===== src/rtl/rxf_pkg.sv =====
package rxf_pkg;
   typedef struct packed {
      logic brk;
      logic ferr;
      logic perr;
   } rxf_tag_t;

   function automatic logic tag_any(input rxf_tag_t t);
      return t.brk | t.ferr | t.perr;
   endfunction
endpackage


===== src/rtl/rxf_store.sv =====
module rxf_store
   import rxf_pkg::*;
#(
   parameter int DW    = 8,
   parameter int DEPTH = 16,
   localparam int AW   = (DEPTH > 1) ? $clog2(DEPTH) : 1,
   localparam int CW   = $clog2(DEPTH + 1)
) (
   input  logic          clk,
   input  logic          rst_n,
   input  logic          wr_req,
   input  logic [DW-1:0] wr_data,
   input  rxf_tag_t      wr_tag,
   input  logic          rd_req,
   output logic [DW-1:0] hd_data,
   output rxf_tag_t      hd_tag,
   output rxf_tag_t      nx_tag,
   output logic [CW-1:0] level,
   output logic          wr_ok,
   output logic          rd_ok
);
   localparam logic [CW-1:0] FULL_LVL = CW'(DEPTH);
   localparam logic [AW-1:0] LAST_IX  = AW'(DEPTH - 1);

   logic [DW-1:0] dmem [DEPTH];
   rxf_tag_t      tmem [DEPTH];
   logic [AW-1:0] wp, rp, wp_inc, rp_inc;

   generate
      if ((DEPTH & (DEPTH - 1)) == 0) begin : g_pow2
         assign wp_inc = wp + AW'(1);
         assign rp_inc = rp + AW'(1);
      end else begin : g_wrap
         assign wp_inc = (wp == LAST_IX) ? '0 : wp + AW'(1);
         assign rp_inc = (rp == LAST_IX) ? '0 : rp + AW'(1);
      end
   endgenerate

   assign rd_ok = rd_req && (level != '0);
   assign wr_ok = wr_req && ((level != FULL_LVL) || rd_ok);

   always_ff @(posedge clk) begin
      if (wr_ok) begin
         dmem[wp] <= wr_data;
         tmem[wp] <= wr_tag;
      end
   end

   always_ff @(posedge clk or negedge rst_n) begin
      if (!rst_n) begin
         wp    <= '0;
         rp    <= '0;
         level <= '0;
      end else begin
         if (wr_ok) wp <= wp_inc;
         if (rd_ok) rp <= rp_inc;
         level <= level + CW'(wr_ok) - CW'(rd_ok);
      end
   end

   assign hd_data = dmem[rp];
   assign hd_tag  = (level != '0) ? tmem[rp] : '0;
   assign nx_tag  = (level > CW'(1)) ? tmem[rp_inc] : '0;


   no_overflow_chk: assert property (@(posedge clk) disable iff (!rst_n)
      level <= FULL_LVL);

   empty_pop_chk: assert property (@(posedge clk) disable iff (!rst_n)
      (rd_req && !wr_req && level == '0) |=> (level == '0));
endmodule


===== src/rtl/rxf_err_track.sv =====
module rxf_err_track #(
   parameter int DEPTH = 16,
   localparam int CW   = $clog2(DEPTH + 1)
) (
   input  logic clk,
   input  logic rst_n,
   input  logic wr_ok,
   input  logic wr_any,
   input  logic drop,
   input  logic ovr_in,
   input  logic rd_ok,
   input  logic hd_any,
   input  logic nx_any,
   input  logic lsr_rd,
   output logic ovr_q,
   output logic pend_q,
   output logic some_err
);
   logic [CW-1:0] ecnt;
   logic          ovr_set, raise;

   assign ovr_set  = drop | ovr_in;
   assign raise    = ovr_set | (wr_ok & wr_any) | (rd_ok & nx_any);
   assign some_err = (ecnt != '0);

   always_ff @(posedge clk or negedge rst_n) begin
      if (!rst_n) begin
         ecnt   <= '0;
         ovr_q  <= 1'b0;
         pend_q <= 1'b0;
      end else begin
         ecnt <= ecnt + CW'(wr_ok & wr_any) - CW'(rd_ok & hd_any);
         if (ovr_set)     ovr_q <= 1'b1;
         else if (lsr_rd) ovr_q <= 1'b0;
         if (raise)       pend_q <= 1'b1;
         else if (lsr_rd) pend_q <= 1'b0;
      end
   end


   ovr_sticky_chk: assert property (@(posedge clk) disable iff (!rst_n)
      drop |=> ovr_q);

   err_push_irq_chk: assert property (@(posedge clk) disable iff (!rst_n)
      (wr_ok && wr_any) |=> pend_q);

   head_irq_chk: assert property (@(posedge clk) disable iff (!rst_n)
      (rd_ok && nx_any) |=> pend_q);

   ack_clear_chk: assert property (@(posedge clk) disable iff (!rst_n)
      (lsr_rd && !ovr_in && !drop && !(wr_ok && wr_any) && !(rd_ok && nx_any)) |=> !pend_q);
endmodule


===== src/rtl/rxf_lsr_top.sv =====
module rxf_lsr_top
   import rxf_pkg::*;
#(
   parameter int DW    = 8,
   parameter int DEPTH = 16
) (
   input  logic          clk,
   input  logic          rst_n,
   input  logic          rx_push,
   input  logic [DW-1:0] rx_data,
   input  logic          rx_perr,
   input  logic          rx_ferr,
   input  logic          rx_brk,
   input  logic          rx_ovr,
   input  logic          rd_pop,
   input  logic          lsr_rd,
   input  logic          irq_en,
   output logic [DW-1:0] head_data,
   output logic [3:0]    err_flags,
   output logic          any_err,
   output logic          irq
);
   localparam int CW = $clog2(DEPTH + 1);

   generate
      if (DEPTH < 2) begin : g_bad_depth
         $error("rxf_lsr_top: DEPTH must be at least 2");
      end
      if (DW < 1) begin : g_bad_dw
         $error("rxf_lsr_top: DW must be positive");
      end
   endgenerate

   rxf_tag_t      in_tag, hd_tag, nx_tag;
   logic [DW-1:0] mem_hd, last_q;
   logic [CW-1:0] level;
   logic          wr_ok, rd_ok, ovr_q, pend_q;

   assign in_tag = '{brk: rx_brk, ferr: rx_ferr, perr: rx_perr};

   rxf_store #(.DW(DW), .DEPTH(DEPTH)) u_store (
      .clk(clk), .rst_n(rst_n),
      .wr_req(rx_push), .wr_data(rx_data), .wr_tag(in_tag),
      .rd_req(rd_pop),
      .hd_data(mem_hd), .hd_tag(hd_tag), .nx_tag(nx_tag),
      .level(level), .wr_ok(wr_ok), .rd_ok(rd_ok)
   );

   rxf_err_track #(.DEPTH(DEPTH)) u_track (
      .clk(clk), .rst_n(rst_n),
      .wr_ok(wr_ok), .wr_any(tag_any(in_tag)),
      .drop(rx_push & ~wr_ok), .ovr_in(rx_ovr),
      .rd_ok(rd_ok), .hd_any(tag_any(hd_tag)), .nx_any(tag_any(nx_tag)),
      .lsr_rd(lsr_rd),
      .ovr_q(ovr_q), .pend_q(pend_q), .some_err(any_err)
   );

   always_ff @(posedge clk or negedge rst_n) begin
      if (!rst_n)     last_q <= '0;
      else if (rd_ok) last_q <= mem_hd;
   end

   assign head_data = (level != '0) ? mem_hd : last_q;
   assign err_flags = {hd_tag.brk, hd_tag.ferr, hd_tag.perr, ovr_q};
   assign irq       = pend_q & irq_en;


   head_in_summary_chk: assert property (@(posedge clk) disable iff (!rst_n)
      !any_err |-> (err_flags[3:1] == 3'b000));

   irq_gate_chk: assert property (@(posedge clk) disable iff (!rst_n)
      !irq_en |-> !irq);
endmodule


===== config.mk =====
export PLATFORM = sky130hd
export DESIGN_NAME = rxf_lsr_top
export DESIGN_NICKNAME = d
export VERILOG_FILES = /design/src/rtl/rxf_pkg.sv /design/src/rtl/rxf_store.sv /design/src/rtl/rxf_err_track.sv /design/src/rtl/rxf_lsr_top.sv
export SDC_FILE = /design/constraint.sdc
export NUM_CORES = 1
export LEC_CHECK = 0
export BUFFER_PORTS_ARGS = -buffer_cell sky130_fd_sc_hd__buf_2
export CORE_ASPECT_RATIO = 1.2
export CORE_UTILIZATION = 55
export CTS_CLUSTER_SIZE = 8
export DETAILED_ROUTE_END_ITERATION = 7
export HOLD_SLACK_MARGIN = 0.05
export PLACE_DENSITY = 0.84
export RECOVER_POWER = 25
export SLEW_MARGIN = 20
export SYNTH_ARGS = -nofsm -noshare
export SYNTH_HDL_FRONTEND = slang
export SYNTH_SLANG_ARGS = --single-unit

===== constraint.sdc =====
create_clock -name clk -period 2.9 [get_ports clk]
set_input_delay 0.145 -clock clk [delete_from_list [all_inputs] [get_ports clk]]
set_output_delay 0.145 -clock clk [all_outputs]
set_load 0.01 [all_outputs]

==> impl_metrics.yaml <==
critical_path:
  worst-setup-path-type: "reg -> reg"
  endpoint_kind: "flop"
  r2r.worst_path.cells: 15
  reg2reg_to: "u_track.ecnt[4]"
  r2r-start: "u_store.rp[0]"
  critical_path_peak_fanout: 5
  worstPathRequired_ns: 3.32
  setup.reg_to_reg.worst_slack_ns: -0.20
  cp_data_arrival_time_ns: 3.51
  critical_path.startpoint_type: "flop"
layout:
  drive_above_1_share_pct: 31.04
  layoutNonFillerInstCount: 878
  fin_nets: 686
  num_antenna_cells: 0
  area.growth.synth_to_final_pct: 23.01
  layout.cell_area.non_filler_um2: 10830
  finish.utilization_pct: 69.25
min_path:
  min_delay_endpoint: "u_store.level[0]"
  min_path_cells: 4
  hold_path_class: "in -> reg"
  min-delay-start: "rx_push"
drt:
  via_to_cell_ratio: 6.218
  postRouteAntennaNets: 0
  drc: 0
  wl_per_cell_um: 24.30
  totalWireLength_um: 21330
  firstDrtPassIters: 5
  vias: 5459
  drt_iter0_markers: 646
logic_synthesis:
  synth.yosys.warnings: 0
  syn-num-nets: 569
  synth_top_cell_by_area: "sky130_fd_sc_hd__edfxtp_1"
  dominantRegCellSynth: "sky130_fd_sc_hd__edfxtp_1"
  post_synth_instance_area_um2: 8805
  yosys-top-cells-area: "sky130_fd_sc_hd__edfxtp_1 (60%), sky130_fd_sc_hd__dfrtp_1 (8.0%), sky130_fd_sc_hd__mux4_2 (6.4%)"
  synth_register_bits: 204
  synth-edff-count: 176
  ys_async_sr_fraction_pct: 13.73
  synth_cell_types: 47
  number_of_cells_produced_by_synthesis: 530
  syn_area_per_cell_um2: 16.61
  synth_sequential_area_ratio_pct: 67.98
  post-synth-top-area-fraction_pct: 60.03
clock_network:
  tritoncts_num_sinks: 204
  worst_skew_pair.late_latency_ns: 0.54
  tritoncts_clock_tree: "yes"
  cts_max_path_buffers: 3
  cts.reportedPaths.clkPinSlew_ns: 0.05
  htree_levels: 1
  root_buffer: "sky130_fd_sc_hd__clkbuf_16"
  cts_buffers: 29
die:
  floorplan.die_area_um2: 16520
  die_width_um: 117.5
  chipHeight_um: 140.6
  io_pins: 32
  rows: 50
  placeableCoreArea_um2: 15640
  initial_utilization_pct: 56.30
global_routing:
  grt_util_all_layers_pct: 25.42
  global_route_total_overflow: 0
  grt_max_degree: 34
  grt_pass1_vias: 5535
  grt_antenna_before_repair: 0
  first_pass_grt_wire_length_um: 31310
sta:
  fin_crit_ns: 3.095
  fin_hold_ws_ns: 0.1534
  finClkSkew_ns: 0.01256
  rsz0062_at_grt: "yes"
  fmax_ghz: 0.3231
  final.setup.worst_slack_ns: -0.1951
  setup_violations: 2
  max_slew_margin_pct: 50.22
  final_max_slew_viol_count: 0
  post-route-period-util_pct: 106.7
  timing_worst_slew_pin_value_ns: 0.7467
  hold_violations: 0
place:
  dpl.cell_count: 795
  gp_congestion: 0.8745
  io_buffers: 31
  dpl.hpwl_um: 12710
  place_area_um2: 9464
power:
  total_leakage_power_nw: 3.982
  power.ir.vdd_worst_v: 0.0005616
  power_density_nw_per_um2: 1100
flow_run:
  max-cap-violations: 0
outcome:
  outcome: "complete, but fails checks"
  failed_checks: "setup timing"
[state kept, by name (all words and copies together) (netlist names)]
| signal | cells |
|---|---|
| u_track.pend_q | 1 |
| u_store.dmem | 128 |
| u_store.tmem | 48 |
| u_store.rp | 4 |
| u_store.wp | 4 |
| u_track.ovr_q | 1 |
| u_track.ecnt | 5 |
| last_q | 8 |
| u_store.level | 5 |
[kinds of logic (layout without fill, tap and decap cells)]
family	after synthesis	after routing	share of synthesized area (%)
buffers and inverters	53	193	3.524
AOI/OAI and AO/OA	70	70	6.310
and+or+nand+nor	87	87	4.348
xor gates and xnor gates	15	15	1.492
muxes	80	80	13.19
adders and majority gates	21	21	3.155
DFF	204	204	67.98
[per-stage QoR]
step	power, mW	setup slack [ns]	TNS (ns)
after floorplan	6.872	0.01438	0
after global placement	7.813	-0.09965	-0.09965
after detailed placement	8.023	-0.1851	-0.2588
after CTS	11.41	-0.1456	-0.1680
after global routing	12.39	-0.3117	-0.6915
final	11.91	-0.1951	-0.2017
[placed cells by master (no fill, tap or decap), types with 3 or more instances in the layout]
| cell | n |
|---|---|
| sky130_fd_sc_hd__xnor2_1 | 9 |
| sky130_fd_sc_hd__inv_1 | 21 |
| sky130_fd_sc_hd__mux2_2 | 12 |
| sky130_fd_sc_hd__clkbuf_1 | 30 |
| sky130_fd_sc_hd__clkbuf_16 | 32 |
| sky130_fd_sc_hd__nor2_1 | 42 |
| sky130_fd_sc_hd__buf_2 | 24 |
| sky130_fd_sc_hd__a221oi_2 | 14 |
| sky130_fd_sc_hd__nand2b_1 | 3 |
| sky130_fd_sc_hd__dfrtp_1 | 27 |
| sky130_fd_sc_hd__a21oi_1 | 7 |
| sky130_fd_sc_hd__mux2i_2 | 3 |
| sky130_fd_sc_hd__o21ai_1 | 6 |
| sky130_fd_sc_hd__xor2_1 | 5 |
| sky130_fd_sc_hd__buf_4 | 55 |
| sky130_fd_sc_hd__nor3_2 | 4 |
| sky130_fd_sc_hd__nor4_1 | 4 |
| sky130_fd_sc_hd__nand2_1 | 20 |
| sky130_fd_sc_hd__a22oi_2 | 10 |
| sky130_fd_sc_hd__inv_2 | 5 |
| sky130_fd_sc_hd__ha_1 | 17 |
| sky130_fd_sc_hd__edfxtp_1 | 176 |
| sky130_fd_sc_hd__mux4_2 | 25 |
| sky130_fd_sc_hd__o21ai_0 | 5 |
| sky130_fd_sc_hd__dlygate4sd3_1 | 17 |
| sky130_fd_sc_hd__a221oi_1 | 6 |
| sky130_fd_sc_hd__buf_12 | 3 |
| sky130_fd_sc_hd__mux2i_1 | 38 |
| sky130_fd_sc_hd__a31oi_1 | 8 |
[repair_timing]
item,CTS,global route
setup endpoints to repair,12,13
gates resized for setup,13,31
cloned,0,2
pin swaps,1,11
endpoints found under the hold margin,207,0
hold buffers,17,0
setup buffers,4,7
[report_power, final]
part | total (mW) | internal [mW] | switching [mW]
clock network | 3.11 | 1.93 | 1.18
registers | 3.97 | 3.67 | 0.302
logic | 4.84 | 2.24 | 2.59
total | 11.9 | 7.84 | 4.08
[synthesized netlist by cell type, types with 7 or more instances]
library cell / count
sky130_fd_sc_hd__edfxtp_1: 176
sky130_fd_sc_hd__nor2_1: 42
sky130_fd_sc_hd__mux2i_1: 41
sky130_fd_sc_hd__dfrtp_1: 28
sky130_fd_sc_hd__inv_1: 26
sky130_fd_sc_hd__mux4_2: 25
sky130_fd_sc_hd__nand2_1: 20
sky130_fd_sc_hd__ha_1: 19
sky130_fd_sc_hd__a221oi_1: 18
sky130_fd_sc_hd__mux2_2: 12
sky130_fd_sc_hd__xnor2_1: 10
sky130_fd_sc_hd__clkbuf_1: 9
sky130_fd_sc_hd__a21oi_1: 8
sky130_fd_sc_hd__a31oi_1: 8
sky130_fd_sc_hd__a22oi_2: 7
sky130_fd_sc_hd__buf_6: 7
sky130_fd_sc_hd__nor3_1: 7
[how the worst max path moves through the flow]
stage | start | endpoint | slack (ns) | depth (start not counted)
detailed placement | u_store.rp[0] | u_track.ecnt[4] | -0.19 | 16
finish | u_store.rp[0] | u_track.ecnt[4] | -0.20 | 15
global route | u_store.rp[0] | u_track.ecnt[4] | -0.31 | 15
CTS | u_store.rp[0] | u_track.ecnt[4] | -0.15 | 16
floorplan | u_store.rp[0] | u_track.ecnt[4] | 0.01 | 16
global placement | u_store.rp[0] | u_track.ecnt[4] | -0.1 | 15
[layer usage]
layer	track usage, %	up-vias	share of wire [%]
met1	31.09	2730	36
met2	44.25	343	51
li1	-	2305	-
met3	4.207	81	8.0
met5	0	-	0
met4	12.28	0	4.7
[worst max-delay path: stages (launching register included)]
cell	delay (ns)
sky130_fd_sc_hd__dfrtp_4	0.47
sky130_fd_sc_hd__buf_12	0.15
sky130_fd_sc_hd__mux4_2	0.50
sky130_fd_sc_hd__a22oi_2	0.25
sky130_fd_sc_hd__nand4_1	0.13
sky130_fd_sc_hd__o21a_1	0.25
sky130_fd_sc_hd__ha_4	0.22
sky130_fd_sc_hd__inv_2	0.06
sky130_fd_sc_hd__ha_4	0.12
sky130_fd_sc_hd__inv_2	0.03
sky130_fd_sc_hd__fa_2	0.34
sky130_fd_sc_hd__inv_1	0.09
sky130_fd_sc_hd__a21oi_1	0.08
sky130_fd_sc_hd__nor2_1	0.09
sky130_fd_sc_hd__nor2_1	0.05
sky130_fd_sc_hd__xnor2_1	0.12
[layout make-up]
class / count / area, µm²
Fill cell: 935 / 4810
Timing Repair Buffer: 113 / 919.6
Sequential cell: 204 / 5989
Clock buffer: 53 / 837.1
Clock inverter: 1 / 20.02
Multi-Input combinational cell: 273 / 2706
Tap cell: 208 / 260.3
Inverter: 26 / 97.59
Note: power is estimated with default switching activity, not from simulation.
